$ cat config.mk
export PLATFORM = sky130hd
export DESIGN_NAME = irq_nest_arb
export DESIGN_NICKNAME = d
export VERILOG_FILES = /design/src/rtl/irq_nest_pkg.sv /design/src/rtl/irq_tier_pick.sv /design/src/rtl/irq_tier_stack.sv /design/src/rtl/irq_nest_arb.sv
export SDC_FILE = /design/constraint.sdc
export NUM_CORES = 1
export LEC_CHECK = 0
export BUFFER_PORTS_ARGS = -buffer_cell sky130_fd_sc_hd__clkbuf_2
export CAP_MARGIN = 0
export CORE_MARGIN = 10
export CORE_UTILIZATION = 47
export DETAILED_ROUTE_END_ITERATION = 16
export PLACE_DENSITY = 0.76
export SETUP_SLACK_MARGIN = 0.5
export SYNTH_ARGS = -nofsm -noshare
export SYNTH_HDL_FRONTEND = slang
export SYNTH_SLANG_ARGS = --single-unit
$ cat constraint.sdc
create_clock -name clk_i -period 3.3 [get_ports clk_i]
set_input_delay 0.165 -clock clk_i [delete_from_list [all_inputs] [get_ports clk_i]]
set_output_delay 0.165 -clock clk_i [all_outputs]
set_load 0.05 [all_outputs]
$ cat src/rtl/irq_nest_pkg.sv
package irq_nest_pkg;

    typedef enum logic [1:0] {
        TIER_NONE = 2'd0,
        TIER_LO   = 2'd1,
        TIER_MID  = 2'd2,
        TIER_TOP  = 2'd3
    } tier_e;

    localparam int TIER_W = 2;

endpackage

$ cat src/rtl/irq_tier_pick.sv
// Combinational winner selection: greatest tier first, lowest index inside a tier.
module irq_tier_pick
    import irq_nest_pkg::*;
#(
    parameter int NUM_SLOTS = 10,
    localparam int IDX_W = $clog2(NUM_SLOTS)
) (
    input  logic [NUM_SLOTS-1:0]             req_i,
    input  logic [NUM_SLOTS-1:0][TIER_W-1:0] tier_i,
    input  logic [TIER_W-1:0]                cur_i,
    output logic                             found_o,
    output logic [IDX_W-1:0]                 idx_o,
    output logic [TIER_W-1:0]                tier_o
);

    logic [NUM_SLOTS-1:0] elig;

    // eligibility: strictly above the tier in service
    for (genvar g = 0; g < NUM_SLOTS; g++) begin : g_elig
        assign elig[g] = req_i[g] && (tier_i[g] > cur_i);
    end

    always_comb begin
        found_o = 1'b0;
        idx_o   = '0;
        tier_o  = TIER_NONE;
        // walk tiers upward so a higher tier overrides a lower one
        for (int t = 1; t < 4; t++) begin
            logic             hit;
            logic [IDX_W-1:0] pos;
            hit = 1'b0;
            pos = '0;
            // walk slots downward so the lowest index is kept
            for (int i = NUM_SLOTS - 1; i >= 0; i--) begin
                if (elig[i] && (tier_i[i] == TIER_W'(t))) begin
                    hit = 1'b1;
                    pos = IDX_W'(i);
                end
            end
            if (hit) begin
                found_o = 1'b1;
                idx_o   = pos;
                tier_o  = TIER_W'(t);
            end
        end
    end

endmodule

$ cat src/rtl/irq_tier_stack.sv
// Small LIFO of in-service tiers; empty reads as TIER_NONE.
module irq_tier_stack
    import irq_nest_pkg::*;
#(
    parameter int DEPTH = 3,
    localparam int CNT_W = $clog2(DEPTH + 1)
) (
    input  logic              clk_i,
    input  logic              rst_ni,
    input  logic              push_i,
    input  logic [TIER_W-1:0] push_tier_i,
    input  logic              pop_i,
    output logic [TIER_W-1:0] top_o
);

    typedef struct packed {
        logic [CNT_W-1:0]             cnt;
        logic [DEPTH-1:0][TIER_W-1:0] ent;
    } stk_t;

    stk_t stk_d, stk_q;

    always_comb begin
        stk_d = stk_q;
        if (pop_i) begin
            if (stk_q.cnt != '0) begin
                stk_d.cnt = stk_q.cnt - 1'b1;
            end
        end else if (push_i && (stk_q.cnt < CNT_W'(DEPTH))) begin
            for (int k = 0; k < DEPTH; k++) begin
                if (stk_q.cnt == CNT_W'(k)) begin
                    stk_d.ent[k] = push_tier_i;
                end
            end
            stk_d.cnt = stk_q.cnt + 1'b1;
        end
    end

    always_comb begin
        top_o = TIER_NONE;
        for (int k = 0; k < DEPTH; k++) begin
            if (stk_q.cnt == CNT_W'(k + 1)) begin
                top_o = stk_q.ent[k];
            end
        end
    end

    always_ff @(posedge clk_i or negedge rst_ni) begin
        if (!rst_ni) begin
            stk_q <= '0;
        end else begin
            stk_q <= stk_d;
        end
    end

endmodule

$ cat src/rtl/irq_nest_arb.sv
module irq_nest_arb
    import irq_nest_pkg::*;
#(
    parameter int NUM_SLOTS  = 10,
    parameter int TOP_SLOTS  = 2,
    parameter int EMPTY_SLOT = 6,
    parameter int VEC_W      = 8,
    parameter int VEC_BASE   = 3,
    parameter int VEC_STRIDE = 8,
    parameter int NEST_DEPTH = 3,
    localparam int IDX_W = $clog2(NUM_SLOTS)
) (
    input  logic                 clk_i,
    input  logic                 rst_ni,
    input  logic [NUM_SLOTS-1:0] req_i,
    input  logic [NUM_SLOTS-1:0] tier_sel_i,
    input  logic                 accept_i,
    input  logic                 reti_i,
    output logic                 irq_o,
    output logic                 ack_o,
    output logic [VEC_W-1:0]     vec_o,
    output logic [TIER_W-1:0]    cur_tier_o
);

    typedef struct packed {
        logic             ack;
        logic [VEC_W-1:0] vec;
    } out_t;

    out_t st_d, st_q;

    logic [NUM_SLOTS-1:0]             req_live;
    logic [NUM_SLOTS-1:0][TIER_W-1:0] slot_tier;
    logic                             found;
    logic [IDX_W-1:0]                 win_idx;
    logic [TIER_W-1:0]                win_tier;
    logic [TIER_W-1:0]                cur_tier;
    logic                             take;

    // per-slot tier mapping and removal of the unconnected slot
    for (genvar g = 0; g < NUM_SLOTS; g++) begin : g_slot
        if (g < TOP_SLOTS) begin : g_top
            assign slot_tier[g] = tier_sel_i[g] ? TIER_TOP : TIER_LO;
        end else begin : g_mid
            assign slot_tier[g] = tier_sel_i[g] ? TIER_MID : TIER_LO;
        end
        if (g == EMPTY_SLOT) begin : g_none
            assign req_live[g] = 1'b0;
        end else begin : g_live
            assign req_live[g] = req_i[g];
        end
    end

    irq_tier_pick #(
        .NUM_SLOTS(NUM_SLOTS)
    ) pick_i (
        .req_i  (req_live),
        .tier_i (slot_tier),
        .cur_i  (cur_tier),
        .found_o(found),
        .idx_o  (win_idx),
        .tier_o (win_tier)
    );

    assign take = accept_i && found && !reti_i;

    irq_tier_stack #(
        .DEPTH(NEST_DEPTH)
    ) stack_i (
        .clk_i      (clk_i),
        .rst_ni     (rst_ni),
        .push_i     (take),
        .push_tier_i(win_tier),
        .pop_i      (reti_i),
        .top_o      (cur_tier)
    );

    always_comb begin
        st_d.ack = take;
        st_d.vec = take ? VEC_W'(VEC_BASE + VEC_STRIDE * int'(win_idx)) : '0;
    end

    always_ff @(posedge clk_i or negedge rst_ni) begin
        if (!rst_ni) begin
            st_q <= '0;
        end else begin
            st_q <= st_d;
        end
    end

    assign irq_o      = found;
    assign ack_o      = st_q.ack;
    assign vec_o      = st_q.vec;
    assign cur_tier_o = cur_tier;

endmodule

==> Word-level counts from Yosys, hierarchy flattened <==
Index checks and enable logic that the tools add are counted.
Widths: inputs -> output; s select.
{ "op_classes": {"reduce_logical": 47, "eq_ne": 31, "muxes": 82, "bitwise_logic": 1, "magnitude_cmp": 10, "add_sub_neg": 3} }
{ "ops": {"columns": ["op", "count"], "rows": [
  ["$mux 4", 30],
  ["$eq 2x2->1 const B", 20],
  ["$logic_and 1x1->1", 39],
  ["$mux 2", 19],
  ["$mux 1", 31],
  ["$eq 2x1->1 const B", 10],
  ["$gt 2x2->1", 9],
  ["$mux 8", 2],
  ["$reduce_and 3->1", 3],
  ["$add 2x7->8 const A", 1],
  ["$reduce_bool 2->1", 2],
  ["$add 2x1->2 const B", 1],
  ["$logic_not 2->1", 1],
  ["$lt 2x2->1 const B", 1],
  ["$ne 2x1->1 const B", 1],
  ["$reduce_and 2->1", 1],
  ["$sub 2x1->2 const B", 1],
  ["$logic_not 1->1", 1],
  ["$not 1->1", 1]
]} }
{ "totals": {"in_bits": 24, "word_cells": 180, "regBits": 17, "output_inout_bits": 12} }

==> Depth between registers and ports, before layout <==
Gate-level depths: netlist of run 1.
{ "depth": {"word_depth": 24, "mapped_depth": 15, "ltp_nobuf": 13} }

==> By module <==
A second synthesis of run 1 with hierarchy kept.
{ "hier_totals": {"hier_cells": 217, "hier_area_um2": 2052.0} }
{ "modules_own_cells": {"columns": ["mod", "seq_area_each_um2", "instances", "area_each_um2", "cells_per_inst"], "rows": [
  ["irq_tier_pick", 0.0, 1, 1365.1, 154],
  ["irq_tier_stack", 200.2, 1, 444.2, 39],
  ["irq_nest_arb", 125.1, 1, 242.7, 24]
]} }

==> Least setup slack after synthesis of run 1 <==
No wires, ideal clock.
{ "synth_timing": {"kind": "reg2reg", "start": "register stack_i.stk_q[6] (netlist name)", "end": "register stack_i.stk_q[4] (netlist name)", "period_less_slack_ns": 4.183, "t_arrival_ns": 4.056, "t_required_ns": 3.173, "setup_ns": 0.127, "path_slack_ns": -0.883, "stages_incl_launch_ff": 13, "path_buffers": 0, "cell_sequence": "dfrtp_1 -> inv_1 -> ha_1 -> nand3b_1 -> a21oi_1 -> ha_1 -> or2_2 -> or3b_2 -> nand3_1 -> o21a_1 -> o21a_4 -> nand2_1 -> mux2_1"} }
{ "synth_via": {"elab_chain_len": 23, "elab_cells_between_ends": 89, "classes_between": "order compare (10); eq/ne (3); mux (36); reduce/logical (40)"} }
{ "synth_rtl": {"columns": ["element", "line", "source"], "rows": [
  ["start: declaration", "irq_tier_stack.sv:21", "stk_t stk_d, stk_q;"],
  ["start signal: assignment", "irq_tier_stack.sv:52", "stk_q <= stk_d;"],
  ["$eq 2x1->1", "irq_tier_stack.sv:42", "if (stk_q.cnt == CNT_W'(k + 1)) begin"],
  ["$mux 2 (2 in a row)", "irq_tier_stack.sv:42", null],
  ["$mux 2 (*)", "irq_tier_stack.sv:42", null],
  ["named net cur_tier_o[0]", "irq_nest_arb.sv:22", "output logic [TIER_W-1:0] cur_tier_o"],
  ["$gt 2x2->1", "irq_tier_pick.sv:20", "assign elig[g] = req_i[g] && (tier_i[g] > cur_i);"],
  ["$logic_and 1x1->1", "irq_tier_pick.sv:20", null],
  ["$logic_and 1x1->1", "irq_tier_pick.sv:35", "if (elig[i] && (tier_i[i] == TIER_W'(t))) begin"],
  ["$mux 1 (9 in a row)", "irq_tier_pick.sv:35", null],
  ["$mux 1 (3 in a row)", "irq_tier_pick.sv:40", "if (hit) begin"],
  ["$logic_and 1x1->1 (2 in a row)", "irq_nest_arb.sv:65", "assign take = accept_i && found && !reti_i;"],
  ["$logic_and 1x1->1", "irq_tier_stack.sv:29", "end else if (push_i && (stk_q.cnt < CNT_W'(DEPTH))) begin"],
  ["$reduce_and 3->1 (no source line)", null, null]
]} }
The timed path passes the listed nets; every way through them passes the cells marked *.
A chain may end at the register's enable or synchronous reset.

==> Final worst setup path of run 1 <==
{ "layout_timing": {"start": "register stack_i.stk_q[7] (netlist name)", "end": "register stack_i.stk_q[7] (netlist name)"} }
{ "layout_via": {"elab_chain_len": 24, "elab_cells_between_ends": 94, "classes_between": "add/sub (2); order compare (10); eq/ne (4); mux (36); reduce/logical (42)"} }
{ "layout_rtl": {"columns": ["element", "line"], "rows": [
  ["$eq 2x1->1", "irq_tier_stack.sv:42"],
  ["$mux 2 (3 in a row)", "irq_tier_stack.sv:42"],
  ["$gt 2x2->1", "irq_tier_pick.sv:20"],
  ["$logic_and 1x1->1", "irq_tier_pick.sv:20"],
  ["$logic_and 1x1->1", "irq_tier_pick.sv:35"],
  ["$mux 1 (9 in a row)", "irq_tier_pick.sv:35"],
  ["$mux 1 (3 in a row)", "irq_tier_pick.sv:40"],
  ["$logic_and 1x1->1 (2 in a row)", "irq_nest_arb.sv:65"],
  ["$logic_and 1x1->1", "irq_tier_stack.sv:29"],
  ["$reduce_bool 2->1 (no source line)", null],
  ["$reduce_and 2->1 (no source line)", null]
]} }
Parallel ways exist; a longest one is shown, timed or not. The select of a mux whose other input is x is not followed.

==> results.md, run 1 <==
| Metric | Value | Unit |
| --- | --- | --- |
| Starting Density | 50.79 | % |
| Met2 Use GR | 25.27 | % |
| Sort of element at the start of the critical path | register | - |
| Count of nets after finishing | 246 | - |
| First-pass GRT wire length | 6320 | um |
| Slowest cell on crit path | sky130_fd_sc_hd__or4b_4 | - |
| Area post-placement | 1549 | um2 |
| Cell types with the largest area share after synthesis | sky130_fd_sc_hd__dfrtp_1, sky130_fd_sc_hd__ha_1, sky130_fd_sc_hd__nand2_1 | - |
| Critical Path Fanout Max | 5 | - |
| Number of warnings printed during yosys synthesis | 0 | - |
| Comb power frac | 83.6 | % |
| Class of the worst hold path | primary input to register | - |
| Peak per-stage delay on the critical path | 520 | ps |
| Synthesized area per cell | 8.733 | um2 |
| Library cell with the largest summed area after synthesis | sky130_fd_sc_hd__dfrtp_1 | - |
| Post-synth design cell area | 1292 | um2 |
| Area of the placeable core | 2545 | um2 |
| Number of storage elements in the synthesis netlist | 13 | - |
| Commonest cells after routing, fill and taps aside | sky130_fd_sc_hd__clkbuf_2, sky130_fd_sc_hd__buf_4, sky130_fd_sc_hd__dfrtp_1, sky130_fd_sc_hd__nand2_1, sky130_fd_sc_hd__inv_1 | - |
| Count of final hold-check violations | 0 | - |
| Global Route met1 Usage | 15.91 | % |
| Switching share of power | 49.49 | % |
| Most frequent standard cell in the layout excluding fill and tap cells | sky130_fd_sc_hd__clkbuf_2 | - |
| Total setup violations reported at the end of the flow | 0 | - |
| Storage element area | 326.6 | um2 |
| Clk_skew | 1.350 | ps |
| Met3 track utilization from global routing | 5.306 | % |
| Clk pin slew, worst setup/hold paths | 80 | ps |
| Multi-input gate area in the final layout | 1119 | um2 |
| GP Congestion | 0.8242 | - |
| Relative contribution of sequential cells to total power | 11.8 | % |
| Final worst-path cycle share | 96.00 | % |
| Post-route core utilization | 77.63 | % |
| Buf+Inv Stages, Crit Path | 2 | - |
| Via count | 1434 | - |
| Largest net degree at the start of global routing | 14 | - |
| Number of DRC violations after detailed routing | 0 | - |
| Data required time at the worst endpoint | 3470 | ps |
| Unique masters post-synth | 51 | - |
| Final wirelength | 4439 | um |
| Share of power burned in the clock network | 4.6 | % |
| Ant. Diodes | 0 | - |
| GR Util All Layers | 14.56 | % |
| Share of synthesized registers carrying an async set or reset | 100.0 | % |
| Endpoint kind of the worst setup timing path | register | - |
| DR vias/cell | 6.000 | - |
| Most instantiated flip-flop cell in the synthesis netlist | sky130_fd_sc_hd__dfrtp_1 | - |
| Max Clock Freq | 315.7 | MHz |
| Global routing's busiest layer | met2 | - |
| Row cnt | 18 | - |
| Vert. Die Dim | 72.44 | um |
| Clock insertion delay at the later pin of the skew report | 280 | ps |
| Number of sinks on the clock net | 13 | - |
| Crit Path Category | register to register | - |
| Cell at the root of the clock tree | sky130_fd_sc_hd__clkbuf_4 | - |
| Number of optimization iterations in the first detailed-route pass | 4 | - |
| HPWL after DPL | 2885 | um |
| Iteration-0 DRC Markers | 73 | - |
| Wire per inst | 18.57 | um |
| Leak | 0.9353 | nW |
| Gate Count Post-Synth | 148 | - |
| Total congestion overflow after global routing | 0 | - |
| Final period demand of the worst path | 3168 | ps |
| Top-Level Pins | 36 | - |
| Number of filler instances in the final layout | 168 | - |
| Final instance area | 1976 | um2 |
| Layout area overhead | 52.86 | % |
| Number of buffers inserted during clock tree synthesis | 3 | - |
| Deepest clock path buffer count | 2 | - |
| Remaining antenna violation count after routing | 0 | - |
| Register area share after synthesis | 25.17 | % |
| Number of enable flip-flop cells after synthesis | 0 | - |
| Top Family by Delay on Critical Path | compound AO/OA/AOI/OAI gates | - |
| Portion of synthesized cell area occupied by the leading cell type | 25.17 | % |
| Cell chain of the critical path | ha_4, nand3b_1, a21oi_4, buf_4, ha_4, or4b_4, nand2b_4, o21bai_4, o21a_4, o21a_4, buf_6, nor2_2, o32a_1 | - |
| Overall Power | 2.221 | mW |
| Clock tree from TritonCTS | built | - |
| Run status | completed | - |
| Layout cells sized above 1 | 53.59 | % |
| H-tree lvl count | 1 | - |
| Die boundary width | 72.44 | um |
| Die Area | 5248 | um2 |
| Cell Pwr Density | 1124 | nW/um2 |
| Total of max-cap violations | 0 | - |
| Initial antenna violation count | 0 | - |
| Count of pins over their slew limit | 0 | - |
| CP arrival | 3340 | ps |
| Peak supply drop | 0.9846 | mV |
| Setup repair after global routing missed its margin | yes | - |
| Vias in the first global route | 1385 | - |
| IO buf count | 31 | - |
| Reported net switching power | 1.099 | mW |
| Power Internal | 1.122 | mW |
## flip-flops by register name, summed over array words and instances (netlist names)
| register | flops |
|---|---|
| vec_o | 5 |
| stack_i.stk_q | 8 |
## cell usage after synthesis, drive strengths merged (4+ instances only)
| cell type | number |
|---|---|
| nor4b | 4 |
| nor2 | 7 |
| nor3 | 4 |
| a21oi | 8 |
| dfrtp | 13 |
| a21boi | 4 |
| mux2 | 6 |
| o21a | 4 |
| ha | 12 |
| inv | 10 |
| nand2 | 15 |
| buf | 5 |
| o21ai | 4 |
## stage by stage
stage	hold WS [ps]	instances	setup slack [ps]	TNS, ps
2_1_floorplan	-130.6	149	-4.303	-18.07
3_3_place_gp	66.27	215	115.9	0
3_5_place_dp	81.25	215	-77.79	-80.63
4_1_cts	177.7	232	217.7	0
5_1_grt	188.7	239	31.15	0
6_report	188.2	239	131.9	0
## final timing paths
kind	cells past startpoint	slack, ps	from	to
max	13	130	stack_i.stk_q[7]$_DFFE_PN0P_	stack_i.stk_q[7]$_DFFE_PN0P_
max reg2reg	13	130	stack_i.stk_q[7]$_DFFE_PN0P_	stack_i.stk_q[7]$_DFFE_PN0P_
min reg2reg	1	520	stack_i.stk_q[1]$_DFFE_PN0P_	stack_i.stk_q[1]$_DFFE_PN0P_
min	2	190	reti_i	stack_i.stk_q[7]$_DFFE_PN0P_
min in group asynchronous	2	310	rst_ni	vec_o[4]$_DFF_PN0_
max in group asynchronous	2	2710	rst_ni	stack_i.stk_q[6]$_DFFE_PN0P_
## power groups by stage
| stage | Combinational [mW] | Sequential [mW] | Clock, mW |
|---|---|---|---|
| after CTS | 1.60 | 0.259 | 0.101 |
| after floorplan | 0.901 | 0.280 | 0 |
| after global placement | 1.20 | 0.253 | 0 |
| after global routing | 1.98 | 0.267 | 0.113 |
| final | 1.86 | 0.263 | 0.102 |
| after detailed placement | 1.25 | 0.255 | 0 |
## cell type report
type / instances / share of cell area [%]
Inverter: 10 / 1.900
Multi-Input combinational cell: 120 / 56.62
Timing Repair Buffer: 62 / 21.72
Sequential cell: 13 / 16.53
Tap cell: 30 / 1.900
Clock buffer: 4 / 1.330
## routing by layer
metal	wire length, um	vias up
met5	0	-
met4	163	0
met3	397	18
met2	2191	79
met1	1687	663
li1	-	674
## cells by family after synthesis
family          count (synthesis)  synth area share, %
other cells                     1               0.2901
flops                          13                25.17
xor+xnor                        1               0.6778
simple gates                   58                26.33
fa+ha+maj                      12                11.62
buf+inv                        16                6.389
compound gates                 41                24.30
mux                             6                5.227
## repair_timing
item,CTS,global route
buffers inserted,12,7
gates resized for setup,36,13
hold buffers,1,0
hold endpoints to repair,13,0
pin swaps,9,6
endpoints found under the setup margin,14,14
Note: power is estimated with default switching activity, not from simulation.
==> run 2: changes to the inputs <==
--- a/config.mk
+++ b/config.mk
@@ -7,6 +7,7 @@
 export LEC_CHECK = 0
 export BUFFER_PORTS_ARGS = -buffer_cell sky130_fd_sc_hd__clkbuf_2
 export CAP_MARGIN = 0
+export CORE_ASPECT_RATIO = 0.9
 export CORE_MARGIN = 10
 export CORE_UTILIZATION = 47
 export DETAILED_ROUTE_END_ITERATION = 16
==> run 2 against run 1 <==
Effect of this change:
- count of clock-buffer cells in the layout stayed put
- clock power hardly changed
- global-route usage is 2.7 points higher
- fmax is 2.4% lower
- register-to-register slack worse by 40 ps
- first-iteration DRC count is 58% higher
- worst hold slack better by 2.9 ps
- combinational power is 11% higher
- die area hardly changed
- sequential cell count stayed put
- sequential power is 3% higher
- clock skew is 3.4 ps higher
- critical path type is now register to output port
- largest cell class unchanged
- largest power group unchanged
==> results.md, run 2 (synthesis gave the netlist of run 1 again) <==
| Metric | Value | Unit |
| --- | --- | --- |
| Data required time at the worst endpoint | 3130 | ps |
| Number of optimization iterations in the first detailed-route pass | 4 | - |
| Critical Path Fanout Max | 4 | - |
| DR vias/cell | 6.319 | - |
| Final period demand of the worst path | 3246 | ps |
| Reg with most FFs | stack_i.stk_q | - |
| Iteration-0 DRC Markers | 115 | - |
| Die Area | 5250 | um2 |
| Peak supply drop | 0.6422 | mV |
| Top-Level Pins | 36 | - |
| Worst reg-to-reg setup slack | 90 | ps |
| Endpoint kind of the worst setup timing path | output port | - |
| Clock insertion delay at the later pin of the skew report | 290 | ps |
| Deepest clock path buffer count | 2 | - |
| Leak | 0.9764 | nW |
| Max Clock Freq | 308.0 | MHz |
| Layout cells sized above 1 | 57.14 | % |
| Remaining antenna violation count after routing | 0 | - |
| Total congestion overflow after global routing | 0 | - |
| Top Family by Delay on Critical Path | simple AND/OR/NAND/NOR gates | - |
| Total setup violations reported at the end of the flow | 0 | - |
| Launch point of the critical path | stack_i.stk_q[6]$_DFFE_PN0P_ | - |
| Run status | completed | - |
| GP Congestion | 0.8292 | - |
| Class of the worst hold path | primary input to register | - |
| Flip-flop count of the largest register, all copies and words added | 8 | - |
| Worst hold-check slack | 191.1 | ps |
| Die boundary width | 75.28 | um |
| IO buf count | 31 | - |
| Vert. Die Dim | 69.75 | um |
| Via count | 1504 | - |
| Crit Path Category | register to output port | - |
| Vias in the first global route | 1503 | - |
| Number of DRC violations after detailed routing | 0 | - |
| Ant. Diodes | 0 | - |
| H-tree lvl count | 1 | - |
| Clk pin slew, worst setup/hold paths | 80 | ps |
| Largest net degree at the start of global routing | 14 | - |
| Reg-to-Reg Start | stack_i.stk_q[6]$_DFFE_PN0P_ | - |
| Starting Density | 51.06 | % |
| Peak per-stage delay on the critical path | 510 | ps |
| Number of buffers inserted during clock tree synthesis | 3 | - |
| Sort of element at the start of the critical path | register | - |
| Cell at the root of the clock tree | sky130_fd_sc_hd__clkbuf_4 | - |
| Slowest cell on crit path | sky130_fd_sc_hd__or4b_4 | - |
| Post-route core utilization | 81.96 | % |
| Final worst-path cycle share | 98.37 | % |
| Layout area overhead | 60.50 | % |
| Clock tree from TritonCTS | built | - |
| Setup repair after global routing missed its margin | yes | - |
| Initial antenna violation count | 0 | - |
| Count of final hold-check violations | 0 | - |
| Min-delay src | reti_i | - |
| Count of nets after finishing | 247 | - |
| Buf+Inv Stages, Crit Path | 5 | - |
| Total of max-cap violations | 0 | - |
| Number of sinks on the clock net | 13 | - |
| Area of the placeable core | 2531 | um2 |
| CP arrival | 3080 | ps |
| Most frequent standard cell in the layout excluding fill and tap cells | sky130_fd_sc_hd__clkbuf_2 | - |
| Count of pins over their slew limit | 0 | - |
| Wire per inst | 20.24 | um |
| HPWL after DPL | 2813 | um |
| Cell chain of the critical path | inv_2, ha_4, nand3b_1, a21oi_4, buf_6, ha_4, or4b_4, nand2b_1, o21bai_4, o21a_4, buf_6, nor2_4, inv_2, clkbuf_16 | - |
| Cell Pwr Density | 1176 | nW/um2 |
| Commonest cells after routing, fill and taps aside | sky130_fd_sc_hd__clkbuf_2, sky130_fd_sc_hd__buf_4, sky130_fd_sc_hd__nand2_1, sky130_fd_sc_hd__dfrtp_1, sky130_fd_sc_hd__ha_4 | - |
| Row cnt | 17 | - |
| First-pass GRT wire length | 7286 | um |
| GR Util All Layers | 17.31 | % |
| Clk_skew | 4.718 | ps |
| Final wirelength | 4816 | um |
[run 2: cell types whose count changed in the layout (fill, tap and decap cells not counted), moves of 2 or more]
cell and change:
sky130_fd_sc_hd__nand2_2 -4, sky130_fd_sc_hd__nand2_1 +3, sky130_fd_sc_hd__ha_1 -3, sky130_fd_sc_hd__nor3_2 -2, sky130_fd_sc_hd__mux2_4 +4, sky130_fd_sc_hd__ha_4 +3, sky130_fd_sc_hd__mux2_1 -4, sky130_fd_sc_hd__nor3_4 +2
sky130_fd_sc_hd__nand2b_1 +2, sky130_fd_sc_hd__nand2b_4 -2, sky130_fd_sc_hd__a21oi_2 -2, sky130_fd_sc_hd__a21oi_4 +2
[run 2: through the flow]
| stage | power, mW | instance area (um2) | cells | worst slack (ps) | TNS (ps) |
|---|---|---|---|---|---|
| 3_3_place_gp | 1.447 | 1539 | 212 | 96.22 | 0 |
| 3_5_place_dp | 1.497 | 1539 | 212 | 42.45 | 0 |
| 6_report | 2.439 | 2074 | 238 | 53.70 | 0 |
| 2_1_floorplan | 1.182 | 1323 | 149 | -4.303 | -18.07 |
| 5_1_grt | 2.585 | 2074 | 238 | 3.170 | 0 |
| 4_1_cts | 2.177 | 1994 | 236 | 224.1 | 0 |
[run 2: timing repair]
action / in CTS / in global routing
hold buffers: 1 / 0
endpoints found under the setup margin: 14 / 14
pin swaps: 22 / 7
setup buffers: 19 / 2
resized for setup: 51 / 14
hold endpoints to repair: 13 / 0
[run 2: report_power, final]
part / total [mW] / internal [mW] / switching, mW
Sequential: 0.271 / 0.219 / 0.0523
Combinational: 2.06 / 0.982 / 1.08
Clock: 0.104 / 0.0471 / 0.0569
[run 2: cell type report]
cell class	count	area (um2)
Multi-Input combinational cell	120	1211
Clock buffer	4	26.28
Inverter	10	37.54
Tap cell	28	35.03
Timing Repair Buffer	63	436.7
Sequential cell	13	327.8
Fill cell	142	456.7
[run 2: metal layers]
metal | share of wire (%) | global-route usage [%] | vias to the layer above
li1 | - | - | 673
met1 | 38 | 20.15 | 695
met2 | 48 | 27.98 | 102
met3 | 7.6 | 3.994 | 34
met4 | 6.2 | 9.407 | 0
met5 | 0 | 0 | -
[run 2: worst reg2reg max path: stages (launching register included)]
cell and delay [ps]:
sky130_fd_sc_hd__dfrtp_2 420, sky130_fd_sc_hd__inv_2 70, sky130_fd_sc_hd__ha_4 180, sky130_fd_sc_hd__nand3b_1 220, sky130_fd_sc_hd__a21oi_4 260, sky130_fd_sc_hd__buf_6 140, sky130_fd_sc_hd__ha_4 190, sky130_fd_sc_hd__or4b_4 510
sky130_fd_sc_hd__nand2b_1 140, sky130_fd_sc_hd__o21bai_4 150, sky130_fd_sc_hd__o21a_4 160, sky130_fd_sc_hd__buf_6 100, sky130_fd_sc_hd__o21a_4 200, sky130_fd_sc_hd__nand2_4 80, sky130_fd_sc_hd__mux2_4 300
[run 2: worst paths after layout]
kind	to	cells after the start
setup reg to reg	stack_i.stk_q[5]$_DFFE_PN0P_	14
max in group asynchronous	stack_i.stk_q[6]$_DFFE_PN0P_	2
hold reg to reg	stack_i.stk_q[1]$_DFFE_PN0P_	1
setup / recovery	irq_o	14
hold / removal	stack_i.stk_q[7]$_DFFE_PN0P_	2
min in group asynchronous	stack_i.stk_q[4]$_DFFE_PN0P_	2
==> run 3: changes to the inputs <==
--- a/config.mk
+++ b/config.mk
@@ -5,14 +5,15 @@
 export SDC_FILE = /design/constraint.sdc
 export NUM_CORES = 1
 export LEC_CHECK = 0
+export ABC_AREA = 1
 export BUFFER_PORTS_ARGS = -buffer_cell sky130_fd_sc_hd__clkbuf_2
 export CAP_MARGIN = 0
 export CORE_ASPECT_RATIO = 0.9
 export CORE_MARGIN = 10
-export CORE_UTILIZATION = 47
+export CORE_UTILIZATION = 48
 export DETAILED_ROUTE_END_ITERATION = 16
 export PLACE_DENSITY = 0.76
-export SETUP_SLACK_MARGIN = 0.5
+export SETUP_SLACK_MARGIN = 0.4
 export SYNTH_ARGS = -nofsm -noshare
 export SYNTH_HDL_FRONTEND = slang
 export SYNTH_SLANG_ARGS = --single-unit
==> run 3 against run 2 <==
Effect of this change:
- via count increased by 5.3%
- sequential cell count is the same
- fmax is 13% higher
- total power shrank 8.5%
- cell area is 2.1% lower
- critical path depth fell by 1
- wire length decreased by 14%
- clock skew is 1.7 ps lower
- combinational power is 10% lower
- utilization down 8.7 points
- first-iteration DRC count grew 8.7%
==> results.md, run 3 <==
| Metric | Value | Unit |
| --- | --- | --- |
| Run status | completed | - |
| Leak | 1.070 | nW |
| Die boundary width | 77.16 | um |
| DR vias/cell | 5.207 | - |
| Portion of synthesized cell area occupied by the leading cell type | 23.05 | % |
| Clk pin slew, worst setup/hold paths | 70 | ps |
| Endpoint kind of the worst setup timing path | output port | - |
| Synthesized area per cell | 6.689 | um2 |
| Cell chain of the critical path | ha_4, clkinv_8, or2_4, nand2_8, inv_8, ha_4, nor2_2, o21a_1, nand3_2, nand3_4, nor3_4, nand3_4, clkbuf_16 | - |
| Post-synth design cell area | 1411 | um2 |
| Adder-cell share of the synthesized area | 10.64 | % |
| Comb power frac | 82.9 | % |
| CP arrival | 2710 | ps |
| Cell Pwr Density | 1099 | nW/um2 |
| IO buf count | 31 | - |
| Row cnt | 18 | - |
| Cell types with the highest counts after synthesis | sky130_fd_sc_hd__nand2_1, sky130_fd_sc_hd__inv_1, sky130_fd_sc_hd__nand3_1 | - |
| Number of storage elements in the synthesis netlist | 13 | - |
| GP Congestion | 0.8044 | - |
| Top-count cell post-synth | sky130_fd_sc_hd__nand2_1 | - |
| Gate Count Post-Synth | 211 | - |
| Total of max-cap violations | 0 | - |
| Post-synthesis xor/xnor area fraction | 0 | % |
| Post-synthesis simple-gate area fraction | 50.18 | % |
| Crit Path Category | register to output port | - |
| Library cell with the largest summed area after synthesis | sky130_fd_sc_hd__dfrtp_1 | - |
| Switching share of power | 55.04 | % |
| Layout area overhead | 43.88 | % |
| Dominant combinational cell family by area after synthesis | simple AND/OR/NAND/NOR gates | - |
| Setup TNS | 0 | ps |
| Flip-flop count of the largest register, all copies and words added | 8 | - |
| Clock insertion delay at the later pin of the skew report | 280 | ps |
| First-pass GRT wire length | 5947 | um |
| Clock tree from TritonCTS | built | - |
| Final period demand of the worst path | 2873 | ps |
| Count of final hold-check violations | 0 | - |
| Vert. Die Dim | 71.44 | um |
| Top Family by Delay on Critical Path | simple AND/OR/NAND/NOR gates | - |
| Share of power burned in the clock network | 4.4 | % |
| Power Internal | 1.003 | mW |
| HPWL after DPL | 2806 | um |
| Area of the placeable core | 2770 | um2 |
| H-tree lvl count | 1 | - |
| Unique masters post-synth | 27 | - |
| Layout cells sized above 1 | 40.53 | % |
| Vias in the first global route | 1336 | - |
| Number of enable flip-flop cells after synthesis | 0 | - |
| Most frequent standard cell in the layout excluding fill and tap cells | sky130_fd_sc_hd__nand2_1 | - |
| Register area share after synthesis | 23.05 | % |
| Wire per inst | 13.62 | um |
| Initial antenna violation count | 0 | - |
| Post-route core utilization | 73.31 | % |
| Top-Level Pins | 36 | - |
| Share of synthesized registers carrying an async set or reset | 100.0 | % |
| Via count | 1583 | - |
| Class of the worst hold path | primary input to register | - |
| Cell at the root of the clock tree | sky130_fd_sc_hd__clkbuf_4 | - |
| Peak per-stage delay on the critical path | 450 | ps |
| Reported net switching power | 1.228 | mW |
| Final worst-path cycle share | 87.05 | % |
| Iteration-0 DRC Markers | 125 | - |
| Slowest cell on crit path | sky130_fd_sc_hd__dfrtp_2 | - |
| Clk_skew | 3.035 | ps |
| Number of optimization iterations in the first detailed-route pass | 4 | - |
| Sort of element at the start of the critical path | register | - |
| Overall Power | 2.232 | mW |
| Data required time at the worst endpoint | 3130 | ps |
| Compound-gate portion of the synthesized area | 6.028 | % |
| Relative contribution of sequential cells to total power | 12.6 | % |
| Setup repair after global routing missed its margin | yes | - |
| Number of warnings printed during yosys synthesis | 0 | - |
| Deepest clock path buffer count | 2 | - |
| Final wirelength | 4140 | um |
| Largest net degree at the start of global routing | 16 | - |
| Worst reg-to-reg setup slack | 520 | ps |
| Total setup violations reported at the end of the flow | 0 | - |
| Commonest cells after routing, fill and taps aside | sky130_fd_sc_hd__nand2_1, sky130_fd_sc_hd__clkbuf_2, sky130_fd_sc_hd__inv_1, sky130_fd_sc_hd__buf_4, sky130_fd_sc_hd__nand3_1 | - |
| Remaining antenna violation count after routing | 0 | - |
| Number of DRC violations after detailed routing | 0 | - |
| Ant. Diodes | 0 | - |
| Total congestion overflow after global routing | 0 | - |
| Critical Path Fanout Max | 5 | - |
| Buf+Inv Stages, Crit Path | 3 | - |
| Max Clock Freq | 348.1 | MHz |
| Multiplexer fraction of the synthesized cell area | 0 | % |
| Cell types with the largest area share after synthesis | sky130_fd_sc_hd__dfrtp_1, sky130_fd_sc_hd__nand2_1, sky130_fd_sc_hd__ha_1 | - |
| Count of pins over their slew limit | 0 | - |
| Reg with most FFs | stack_i.stk_q | - |
| Most instantiated flip-flop cell in the synthesis netlist | sky130_fd_sc_hd__dfrtp_1 | - |
| Starting Density | 50.95 | % |
| Number of buffers inserted during clock tree synthesis | 3 | - |
| Peak supply drop | 0.5622 | mV |
| Number of sinks on the clock net | 13 | - |
| Count of nets after finishing | 301 | - |
| GR Util All Layers | 12.66 | % |
| Die Area | 5512 | um2 |
[run 3: cell count changes after synthesis, moves of 5 or more]
cell and delta:
sky130_fd_sc_hd__nand3_2 +8, sky130_fd_sc_hd__inv_2 +5, sky130_fd_sc_hd__nand4_1 +15, sky130_fd_sc_hd__inv_1 +13, sky130_fd_sc_hd__nor2_1 +7, sky130_fd_sc_hd__nand2_1 +48, sky130_fd_sc_hd__a21oi_1 -5, sky130_fd_sc_hd__nand3_1 +19
[run 3: area by class of cell]
class,instances,area [um2]
Timing Repair Buffer,52,342.8
Multi-Input combinational cell,166,1147
Timing Repair inverter,1,6.256
Fill cell,215,739.5
Inverter,28,130.1
Clock buffer,4,26.28
Tap cell,40,50.05
Sequential cell,13,327.8
[run 3: metal layers]
layer | part of all wire (%) | vias up | GRT usage, % | wire (um)
met5 | 0 | - | 0 | 0
met2 | 48 | 45 | 20.22 | 2005
li1 | - | 801 | - | -
met3 | 5.5 | 9 | 2.993 | 228
met4 | 1.2 | 0 | 2.227 | 51
met1 | 45 | 728 | 17.07 | 1854
[run 3: kinds of logic (layout without fill, tap and decap cells)]
family                     after synthesis  after routing
buffers and inverters                   33             85
AOI/OAI and AO/OA                       15             15
other                                    1              2
and+or+nand+nor                        137            137
DFF                                     13             13
adders and majority gates               12             12
[run 3: timing repair]
| action | 4_1_cts | 5_1_grt |
|---|---|---|
| resized for setup | 20 | 33 |
| hold buffers | 1 | 0 |
| gates cloned | 0 | 1 |
| setup endpoints to repair | 10 | 13 |
| hold endpoints to repair | 13 | 0 |
| buffers inserted | 5 | 15 |
| pin swaps | 6 | 20 |
[run 3: worst reg2reg max path, stage by stage, from the launching register on]
cell	delay [ps]
sky130_fd_sc_hd__dfrtp_2	450
sky130_fd_sc_hd__buf_6	140
sky130_fd_sc_hd__ha_4	180
sky130_fd_sc_hd__inv_4	70
sky130_fd_sc_hd__nand3_2	80
sky130_fd_sc_hd__nand3_4	110
sky130_fd_sc_hd__nand2_8	80
sky130_fd_sc_hd__inv_8	90
sky130_fd_sc_hd__ha_1	250
sky130_fd_sc_hd__o21ai_0	170
sky130_fd_sc_hd__nand3_1	90
sky130_fd_sc_hd__nand2_1	60
sky130_fd_sc_hd__nand3_1	100
sky130_fd_sc_hd__nand2_2	160
sky130_fd_sc_hd__nor2_2	70
sky130_fd_sc_hd__nand3_2	100
sky130_fd_sc_hd__nor2_1	90
sky130_fd_sc_hd__nor2_4	200
sky130_fd_sc_hd__nand2_1	100
sky130_fd_sc_hd__a21oi_1	120
[run 3: worst paths after layout]
| check | startpoint | to | cells after the start |
|---|---|---|---|
| max in group asynchronous | rst_ni | stack_i.stk_q[7]$_DFFE_PN0P_ | 2 |
| min | reti_i | stack_i.stk_q[7]$_DFFE_PN0P_ | 5 |
| max | stack_i.stk_q[6]$_DFFE_PN0P_ | irq_o | 13 |
| min in group asynchronous | rst_ni | vec_o[1]$_DFF_PN0_ | 2 |
| max reg2reg | stack_i.stk_q[7]$_DFFE_PN0P_ | vec_o[3]$_DFF_PN0_ | 19 |
| min reg2reg | stack_i.stk_q[4]$_DFFE_PN0P_ | stack_i.stk_q[4]$_DFFE_PN0P_ | 2 |
[run 3: through the flow]
step / hold slack (ps) / setup WS (ps) / cells / instance area, um2
CTS: 191.7 / 407.9 / 288 / 1752
floorplan: -130.6 / 487.6 / 212 / 1423
detailed placement: 73.03 / 329.2 / 278 / 1594
finish: 190.6 / 427.4 / 304 / 2031
global placement: 70.75 / 372.6 / 278 / 1594
global route: 208.1 / 332.1 / 304 / 2031
[run 3: power by group through the flow]
| stage | Clock, mW | Sequential, mW | Combinational (mW) |
|---|---|---|---|
| final | 0.0992 | 0.281 | 1.85 |
| after global routing | 0.108 | 0.287 | 2.02 |
| after CTS | 0.0999 | 0.268 | 1.43 |
| after detailed placement | 0 | 0.263 | 1.28 |
| after global placement | 0 | 0.262 | 1.26 |
| after floorplan | 0 | 0.293 | 1.01 |
